`src/rtl/sram_window_pkg.sv`:
```
package sram_window_pkg;
  // Qualified strobes passed from control to datapath
  typedef struct packed {
    logic cycleOk;   // exactly one strobe active
    logic isRead;
    logic isWrite;
  } winStrobes_t;
endpackage

```
`src/rtl/sram_win_ctrl.sv`:
```
module sram_win_ctrl
  import sram_window_pkg::*;
(
  input  logic        memRdN,
  input  logic        memWrN,
  output winStrobes_t strobes
);
  logic rdAct;
  logic wrAct;

  always_comb begin
    rdAct = ~memRdN;
    wrAct = ~memWrN;
    strobes.cycleOk = rdAct ^ wrAct;
    strobes.isRead  = rdAct & ~wrAct;
    strobes.isWrite = wrAct & ~rdAct;
  end
endmodule

```
`src/rtl/sram_win_dp.sv`:
```
module sram_win_dp
  import sram_window_pkg::*;
#(
  parameter int ADDR_W     = 20,
  parameter int BANK_W     = 4,
  parameter int DEV_ADDR_W = 15,
  parameter int NUM_DEV    = 4
) (
  input  logic [ADDR_W-1:0]     busAddr,
  input  logic [BANK_W-1:0]     baseBank,
  input  winStrobes_t           strobes,
  output logic [NUM_DEV-1:0]    ramCsN,
  output logic                  ramOeN,
  output logic                  ramWeN,
  output logic [DEV_ADDR_W-1:0] ramAddr,
  output logic                  rdHit
);
  localparam int IDX_W = $clog2(NUM_DEV);
  localparam logic [BANK_W-1:0] TOP_BANK = '1;

  logic [BANK_W-1:0] busBank;
  logic [BANK_W-1:0] bankOfs;
  logic              inWindow;
  logic              hit;
  logic [IDX_W-1:0]  devIdx;

  always_comb begin
    busBank  = busAddr[ADDR_W-1 -: BANK_W];
    bankOfs  = busBank - baseBank;
    inWindow = (bankOfs == '0) ||
               ((bankOfs == BANK_W'(1)) && (baseBank != TOP_BANK));
    hit      = inWindow & strobes.cycleOk;
    devIdx   = {bankOfs[0], busAddr[DEV_ADDR_W]};
    ramAddr  = busAddr[DEV_ADDR_W-1:0];
    ramOeN   = ~(hit & strobes.isRead);
    ramWeN   = ~(hit & strobes.isWrite);
    rdHit    = hit & strobes.isRead;
  end

  for (genvar d = 0; d < NUM_DEV; d++) begin : g_sel
    assign ramCsN[d] = ~(hit && (devIdx == IDX_W'(d)));
  end
endmodule

```
`src/rtl/sram_window_decoder.sv`:
```
module sram_window_decoder
  import sram_window_pkg::*;
#(
  parameter int ADDR_W     = 20,
  parameter int BANK_W     = 4,
  parameter int DEV_ADDR_W = 15,
  parameter int NUM_DEV    = 4
) (
  input  logic [ADDR_W-1:0]     busAddr,
  input  logic                  memRdN,
  input  logic                  memWrN,
  input  logic [BANK_W-1:0]     baseBank,
  output logic [NUM_DEV-1:0]    ramCsN,
  output logic                  ramOeN,
  output logic                  ramWeN,
  output logic [DEV_ADDR_W-1:0] ramAddr,
  output logic                  rdHit
);
  winStrobes_t strobes;

  sram_win_ctrl u_ctrl (
    .memRdN (memRdN),
    .memWrN (memWrN),
    .strobes(strobes)
  );

  sram_win_dp #(
    .ADDR_W    (ADDR_W),
    .BANK_W    (BANK_W),
    .DEV_ADDR_W(DEV_ADDR_W),
    .NUM_DEV   (NUM_DEV)
  ) u_dp (
    .busAddr (busAddr),
    .baseBank(baseBank),
    .strobes (strobes),
    .ramCsN  (ramCsN),
    .ramOeN  (ramOeN),
    .ramWeN  (ramWeN),
    .ramAddr (ramAddr),
    .rdHit   (rdHit)
  );
endmodule

```
`config.mk`:
```
export PLATFORM = sky130hd
export DESIGN_NAME = sram_window_decoder
export DESIGN_NICKNAME = d
export VERILOG_FILES = /design/src/rtl/sram_window_pkg.sv /design/src/rtl/sram_win_ctrl.sv /design/src/rtl/sram_win_dp.sv /design/src/rtl/sram_window_decoder.sv
export SDC_FILE = /design/constraint.sdc
export NUM_CORES = 1
export LEC_CHECK = 0
export BUFFER_PORTS_ARGS = -buffer_cell sky130_fd_sc_hd__buf_2
export CAP_MARGIN = 10
export CORE_AREA = 2 2 39 41
export DETAILED_ROUTE_END_ITERATION = 12
export DIE_AREA = 0 0 41 43
export GPL_TIMING_DRIVEN = 0
export PLACE_DENSITY = 0.8
export RECOVER_POWER = 50
export SYNTH_ARGS = -nofsm -noshare
export SYNTH_HDL_FRONTEND = slang
export SYNTH_HIERARCHICAL = 1
export SYNTH_SLANG_ARGS = --single-unit
```
`constraint.sdc`:
```
create_clock -name vclk -period 2.25
set_input_delay 0.1125 -clock vclk [all_inputs]
set_output_delay 0.1125 -clock vclk [all_outputs]
set_load 0.02 [all_outputs]
```
# After elaboration in Yosys (flattened, before gate mapping)

Index checks and enable logic that the tools add are counted.

$add $sub $neg: 1
Eq/ne operators: 5
Bitwise operators: 14
Reductions and logical operators: 8

Operators with widths:

| operator                                       | number |
|---|---|
| inverter 1 bit                                 | 8 |
| bitwise AND 1 bit                              | 5 |
| logical AND 1 bit                              | 5 |
| == test 2 bit (second input constant)          | 2 |
| == test 4 x 1 -> 1 bit (second input constant) | 1 |
| logical NOT 4 bit                              | 1 |
| != test 4 bit (second input constant)          | 1 |
| subtractor 4 bit                               | 1 |
| == test 2 x 1 -> 1 bit (second input constant) | 1 |
| logical NOT 2 bit                              | 1 |
| logical OR 1 bit                               | 1 |
| bitwise XOR 1 bit                              | 1 |

Flip-flop bits (word level): 0
Bits of input ports: 26
Output and inout bits: 22

# Longest topological paths before layout

Gate-level depths: netlist of run 1.

Word-level depth: 7
Mapped depth: 7
Mapped depth without buffers: 7

# Modules after synthesis

Netlist of run 1, hierarchy kept.

Modules (own cells, without submodules):

| module        | instances | cells each | area an instance (µm²) | seq. area each (µm²) |
|---|---|---|---|---|
| sram_win_dp   | 1         | 42         | 342.8                  | 0.0 |
| sram_win_ctrl | 1         | 5          | 36.3                   | 0.0 |

# Worst setup path before layout of run 1

Ideal clock, no wire load.

Path kind: input-to-output
Start point: in busAddr[16]
End point: out ramCsN[0]
Arrival time: 1.665 ns
Required time: 2.138 ns
Slack: 0.473 ns
Cell stages on the path: 7
Cells stage by stage: inv_1 ha_1 inv_1 fa_1 xor2_1 a2111oi_4 o2111ai_1

Longest elaborated chain between the ends: 7
Elaborated cells on any way between the ends: 9

Ends and longest elaborated chain:

| item                   | line                      | source |
|---|---|---|
| start, declared        | sram_window_decoder.sv:9  | `input logic [ADDR_W-1:0] busAddr,` |
| subtractor 4 bit *     | sram_win_dp.sv:29         | `bankOfs = busBank - baseBank;` |
| == test 4 x 1 -> 1 bit | sram_win_dp.sv:31         | `((bankOfs == BANK_W'(1)) && (baseBank != TOP_BANK));` |
| logical AND 1 bit      | sram_win_dp.sv:31         |  |
| logical OR 1 bit       | sram_win_dp.sv:30         | `inWindow = (bankOfs == '0) \|\|` |
| bitwise AND 1 bit      | sram_win_dp.sv:32         | `hit = inWindow & strobes.cycleOk;` |
| logical AND 1 bit *    | sram_win_dp.sv:41         | `assign ramCsN[d] = ~(hit && (devIdx == IDX_W'(d)));` |
| inverter 1 bit *       | sram_win_dp.sv:41         |  |
| end, declared          | sram_window_decoder.sv:13 | `output logic [NUM_DEV-1:0] ramCsN,` |

Mark *: on every way between the ends. The rest lies on a longest branch, timed or not.

# Final worst setup path of run 1

Start point: in busAddr[16]
End point: out rdHit

Longest elaborated chain between the ends: 6
Elaborated cells on any way between the ends: 7

Ends and longest elaborated chain:

| item                   | line                      | source |
|---|---|---|
| subtractor 4 bit *     | sram_win_dp.sv:29         |  |
| == test 4 x 1 -> 1 bit | sram_win_dp.sv:31         |  |
| logical AND 1 bit      | sram_win_dp.sv:31         |  |
| logical OR 1 bit *     | sram_win_dp.sv:30         |  |
| bitwise AND 1 bit *    | sram_win_dp.sv:32         |  |
| bitwise AND 1 bit *    | sram_win_dp.sv:37         | `rdHit = hit & strobes.isRead;` |
| end, declared          | sram_window_decoder.sv:17 | `output logic rdHit` |

Marked as above.

==> impl_metrics.toml, run 1 <==
[status]
run_status = "finished clean"

[clocking]
cts_post_setup_buffers_inserted = 0
post_cts_repair_resize_count = 0
cts_hold_repair.buffers = 0

[timing]
max_clk_rate_mhz = 500
fin_tns_setup_ns = 0
finalHoldViolations = 0
tightestPinTransition_ns = 0.462
report.final.slew_viol_count = 0
post-route-period-util_pct = 88.9
tmin_final_ns = 2.00
hold_ws_ns = 0.443
slew_headroom_pct = 69.2
rsz0062_at_grt = "no"
report.final.setup_viol = 0
setup_slack_ns = 0.250

[worst_setup_path]
worstSetupPathType = "in -> out"
critical_path_peak_fanout = 7
required_ns = 2.14
critical_path.startpoint = "busAddr[16]"
end_kind = "output pin"
worstPathArrival_ns = 1.89
startpoint_class_of_the_critical_path = "primary input"
worst_setup_path_endpoint = "rdHit"

[placement]
dp_cells = 96
detailedPlace.worstSlack_ns = 0.225
gpl.final_weighted_congestion = 0.636
detailedPlacementHpwl_microns = 778
buffer_ports.inserted = 33

[logic_synthesis]
synth_cell_types = 14
synth_sequential_area_ratio_pct = 0
synth.yosys.warnings = 6
netlist_instances = 47
syn_area_per_cell_sq_um = 8.07
synth_area_sq_um = 379
syn-num-nets = 79

[grt]
globalRoute.busiestLayer = "met2"
grt_usage_pct = 8.81
grt.met2_usage_pct = 15.9
antenna_violations_before_repair = 0
grt_overflow_total = 0
groute.layer.met3.usage_pct = 0
grtUsageMet1_pct = 11.8
grt_max_degree = 8
grt_first_pass_wirelength_microns = 1200
via_count_of_the_first_global_routing_pass = 330

[pwr]
cell_internal_pwr_uw = 52.0
combPwrFrac_pct = 100.0
p_seq_share_pct = 0
leakagePower_uw = 0.000300
switching_power_uw = 66.1
power.share.switching_pct = 56.0
portion_of_total_power_attributed_to_the_clock_network_pct = 0
power.density_cell_area_nw_per_um2 = 214
max-vdd-ir-drop_mv = 0.0674

[cells_and_area]
most_frequent_standard_cell_in_the_layout_excluding_fill_and_tap_cells = "buf_2"
clkbuf_count = 0
final_net_count = 114
syn2layout_area_growth_pct = 45.2
layout.filler_cells = 155
antenna_cells = 0
mostFrequentLayoutCells = "buf_2, buf_4, clkbuf_1"
area_of_all_sequential_standard_cells_sq_um = 0
drive_above_1_share_pct = 48.8
layout.sequential_cells = 0
final_cell_count_no_fill = 96
post-route-util_pct = 39.8
multiInputGateArea_sq_um = 225

[die]
die_height_microns = 43
die_area_sq_um = 1760
floorplan.initialDensity_pct = 27.4
floorplan.die.width_microns = 41
top_level_ports = 48
coreArea_sq_um = 1380
number_of_cell_rows = 14

[routing]
drc_errors = 0
detailedRoute.firstPassIterationCount = 4
via_count = 430
avgViaCountPerCell = 4.48
detailedRoute.firstIterationViolations = 8
routed_wirelength_microns = 818
detail-route-antenna-nets = 0
mean_routed_wirelength_per_cell_microns = 8.52

[min_path]
min_path_type = "in -> out"

[job]
maximum_capacitance_violations = 0
## cell type report
class	count	share of cell area, %
inverters	10	6.82
well taps	16	3.64
repair buffers	33	27.5
multi-input cells	21	40.9
plain buffers	16	21.1
## synthesized netlist by cell type
cell / count / share of area [%]
and3_1: 1 / 1.7
clkbuf_1: 1 / 0.99
a2111oi_4: 1 / 7.3
nand3b_1: 1 / 2.0
o2111ai_1: 4 / 9.2
o211ai_1: 2 / 4.0
xor2_1: 2 / 4.6
fa_1: 1 / 5.3
inv_1: 10 / 9.9
and4b_4: 1 / 3.6
buf_4: 15 / 30
ha_1: 5 / 17
o211a_1: 1 / 2.6
a21oi_1: 2 / 2.6
## power by group through the flow
stage	sequential [uW]	combinational, uW	clock (uW)
2_1_floorplan	0	87.6	0
3_3_place_gp	0	119	0
3_5_place_dp	0	122	0
4_1_cts	0	122	0
5_1_grt	0	130	0
6_report	0	118	0
## routing by layer
layer,wire length (microns),share of wire [%]
met1,313,38
met2,401,49
met4,0,0
met5,0,0
met3,102,12
## how the worst min path moves through the flow
stage / to / depth (start not counted) / start / slack [ns]
2_1_floorplan: ramAddr[0] / 1 / busAddr[0] / 0.34
3_3_place_gp: ramAddr[12] / 2 / busAddr[12] / 0.44
3_5_place_dp: ramAddr[2] / 2 / busAddr[2] / 0.44
4_1_cts: ramAddr[2] / 2 / busAddr[2] / 0.44
5_1_grt: ramAddr[0] / 2 / busAddr[0] / 0.45
6_report: ramAddr[0] / 2 / busAddr[0] / 0.44
## logic make-up (layout without fill, tap and decap cells)
logic type	count (synthesis)	in the layout	synth area share [%]
compound gates	10	10	25.7
xor+xnor	2	2	4.62
fa+ha+maj	6	6	21.8
buf+inv	26	59	40.6
simple gates	3	3	7.26
## per-stage QoR
| step | area (sq um) | power [uW] |
|---|---|---|
| after floorplan | 379 | 87.6 |
| after global placement | 564 | 119 |
| after detailed placement | 564 | 122 |
| after CTS | 564 | 122 |
| after global routing | 551 | 130 |
| final | 551 | 118 |
## worst max-delay path, cell delays in order
cell and delay (ns):
buf_2 0.09, inv_1 0.04, ha_1 0.15, inv_1 0.05
fa_1 0.37, xor2_1 0.19, a2111oi_4 0.49, o211a_1 0.22
buf_2 0.16
(Power assumes the default switching activity.)
==> inputs of run 2 (changes only) <==
--- a/config.mk
+++ b/config.mk
@@ -15,5 +15,4 @@
 export RECOVER_POWER = 50
 export SYNTH_ARGS = -nofsm -noshare
 export SYNTH_HDL_FRONTEND = slang
-export SYNTH_HIERARCHICAL = 1
 export SYNTH_SLANG_ARGS = --single-unit
==> run 2 against run 1 <==
Against the previous run: via count down 0.47%; count of clock-buffer cells in the layout did not move; synthesized cell count grew 2.1%; cell area up 1.4%; global-route usage rose by 0.091 points; combinational power up 7%; setup slack improved by 0.068 ns; non-clock buffer count is the same; core utilization rose by 0.54 points; critical endpoint unchanged.
==> impl_metrics.toml, run 2 <==
[status]
run_status = "finished clean"

[pwr]
p_seq_share_pct = 0
power.density_cell_area_nw_per_um2 = 225
switching_power_uw = 70.1
combPwrFrac_pct = 100.0
cell_internal_pwr_uw = 55.6
leakagePower_uw = 0.000290
power.share.switching_pct = 55.8
max-vdd-ir-drop_mv = 0.0751
portion_of_total_power_attributed_to_the_clock_network_pct = 0

[timing]
rsz0062_at_grt = "no"
post-route-period-util_pct = 85.8
tightestPinTransition_ns = 0.482
report.final.setup_viol = 0
fin_tns_setup_ns = 0
max_clk_rate_mhz = 518
report.final.slew_viol_count = 0
slew_headroom_pct = 67.9
tmin_final_ns = 1.93
finalHoldViolations = 0

[routing]
detail-route-antenna-nets = 0
via_count = 428
routed_wirelength_microns = 878
detailedRoute.firstIterationViolations = 2
drc_errors = 0
mean_routed_wirelength_per_cell_microns = 9.05
avgViaCountPerCell = 4.41
detailedRoute.firstPassIterationCount = 4

[die]
die_height_microns = 43
number_of_cell_rows = 14
floorplan.initialDensity_pct = 27.9
die_area_sq_um = 1760
floorplan.die.width_microns = 41
coreArea_sq_um = 1380
top_level_ports = 48

[logic_synthesis]
yosysMostFrequentCell = "buf_4"
synth-simple-area-share_pct = 12.9
synth_cell_types = 17
synth_commonest_cells = "buf_4, inv_1, ha_1, o211ai_1"
netlist_instances = 48
post_synth_mux_area_share_pct = 0
synth_largest_type_area_fraction_pct = 29.1
cell_type_with_the_highest_aggregate_area_in_the_netlist = "buf_4"
synth_area_sq_um = 387
syn_area_per_cell_sq_um = 8.05
synth_sequential_area_ratio_pct = 0
synth.yosys.warnings = 0
syn-num-nets = 80
synth_adder_area_share_pct = 21.4
synth_area_in_xor_xnor_pct = 4.53
synth_area_leaders = "buf_4, ha_1, o211ai_1"
dominant_combinational_cell_family_by_area_after_synthesis = "buffers and inverters"
synth_compound_area_share_pct = 24.3

[placement]
gpl.final_weighted_congestion = 0.656
buffer_ports.inserted = 33
detailedPlacementHpwl_microns = 823

[min_path]
min_path_type = "in -> out"

[worst_setup_path]
worst_setup_path_endpoint = "rdHit"
worstPathArrival_ns = 1.82
startpoint_class_of_the_critical_path = "primary input"
required_ns = 2.14
end_kind = "output pin"
critical_path_peak_fanout = 7
worstSetupPathType = "in -> out"
critical_path.startpoint = "busAddr[16]"

[grt]
grt_overflow_total = 0
grt_usage_pct = 8.90
grt_max_degree = 8
grt_first_pass_wirelength_microns = 1180
via_count_of_the_first_global_routing_pass = 336
antenna_violations_before_repair = 0

[cells_and_area]
area_of_all_sequential_standard_cells_sq_um = 0
antenna_cells = 0
layout.filler_cells = 149
syn2layout_area_growth_pct = 44.3
clkbuf_count = 0
most_frequent_standard_cell_in_the_layout_excluding_fill_and_tap_cells = "buf_2"
final_net_count = 115
multiInputGateArea_sq_um = 244
post-route-util_pct = 40.3
layout.sequential_cells = 0
drive_above_1_share_pct = 48.1
mostFrequentLayoutCells = "buf_2, buf_4, clkbuf_1"

[clocking]
post_cts_repair_resize_count = 0
cts_post_setup_buffers_inserted = 0
cts_hold_repair.buffers = 0

[job]
maximum_capacitance_violations = 0
## run 2: routing by layer
layer	wire length (microns)	vias up	global-route usage (%)
met1	322	177	10.8
met4	0	0	0
met3	109	0	0
li1	-	220	-
met2	446	31	17.2
met5	0	-	0
## run 2: how the worst min path moves through the flow
stage                        endpoint         from  slack [ns]  cells past startpoint
after floorplan            ramAddr[0]   busAddr[0]        0.34                      1
after global routing       ramAddr[8]   busAddr[8]        0.46                      2
final                      ramAddr[1]   busAddr[1]        0.44                      2
after detailed placement   ramAddr[2]   busAddr[2]        0.44                      2
after CTS                  ramAddr[2]   busAddr[2]        0.44                      2
after global placement    ramAddr[11]  busAddr[11]        0.44                      2
## run 2: area by class of cell
type                       instances  share of cell area (%)
buffer                            16                    20.9
inverter                           7                    4.71
multi-input combinational         25                    43.7
tap                               16                    3.59
timing repair buffer              33                    27.1
## run 2: per-stage QoR
stage | hold WS [ns] | cells | area, sq um | total power (uW) | setup slack (ns)
after global placement | 0.443 | 97 | 572 | 126 | 0.333
after CTS | 0.442 | 97 | 572 | 130 | 0.305
after floorplan | 0.338 | 48 | 387 | 93.2 | 0.540
after detailed placement | 0.443 | 97 | 572 | 130 | 0.310
after global routing | 0.457 | 97 | 558 | 138 | 0.221
final | 0.442 | 97 | 558 | 126 | 0.319
## run 2: worst max-delay path, stage by stage
cell	delay [ns]
buf_2	0.09
inv_1	0.04
ha_1	0.15
inv_1	0.05
fa_1	0.38
xor2_1	0.19
a311oi_4	0.40
o2111a_1	0.24
buf_2	0.16
## run 2: logic make-up after synthesis
logic type               Yosys count
adder cells (fa/ha/maj)            6
AO/OA/AOI/OAI                     10
buffers and inverters             23
XOR/XNOR                           2
AND/OR/NAND/NOR                    7
## run 2: power groups by stage
| stage | clock network (uW) | logic (uW) | registers [uW] |
|---|---|---|---|
| 3_3_place_gp | 0 | 126 | 0 |
| 5_1_grt | 0 | 138 | 0 |
| 6_report | 0 | 126 | 0 |
| 4_1_cts | 0 | 130 | 0 |
| 2_1_floorplan | 0 | 93.2 | 0 |
| 3_5_place_dp | 0 | 130 | 0 |
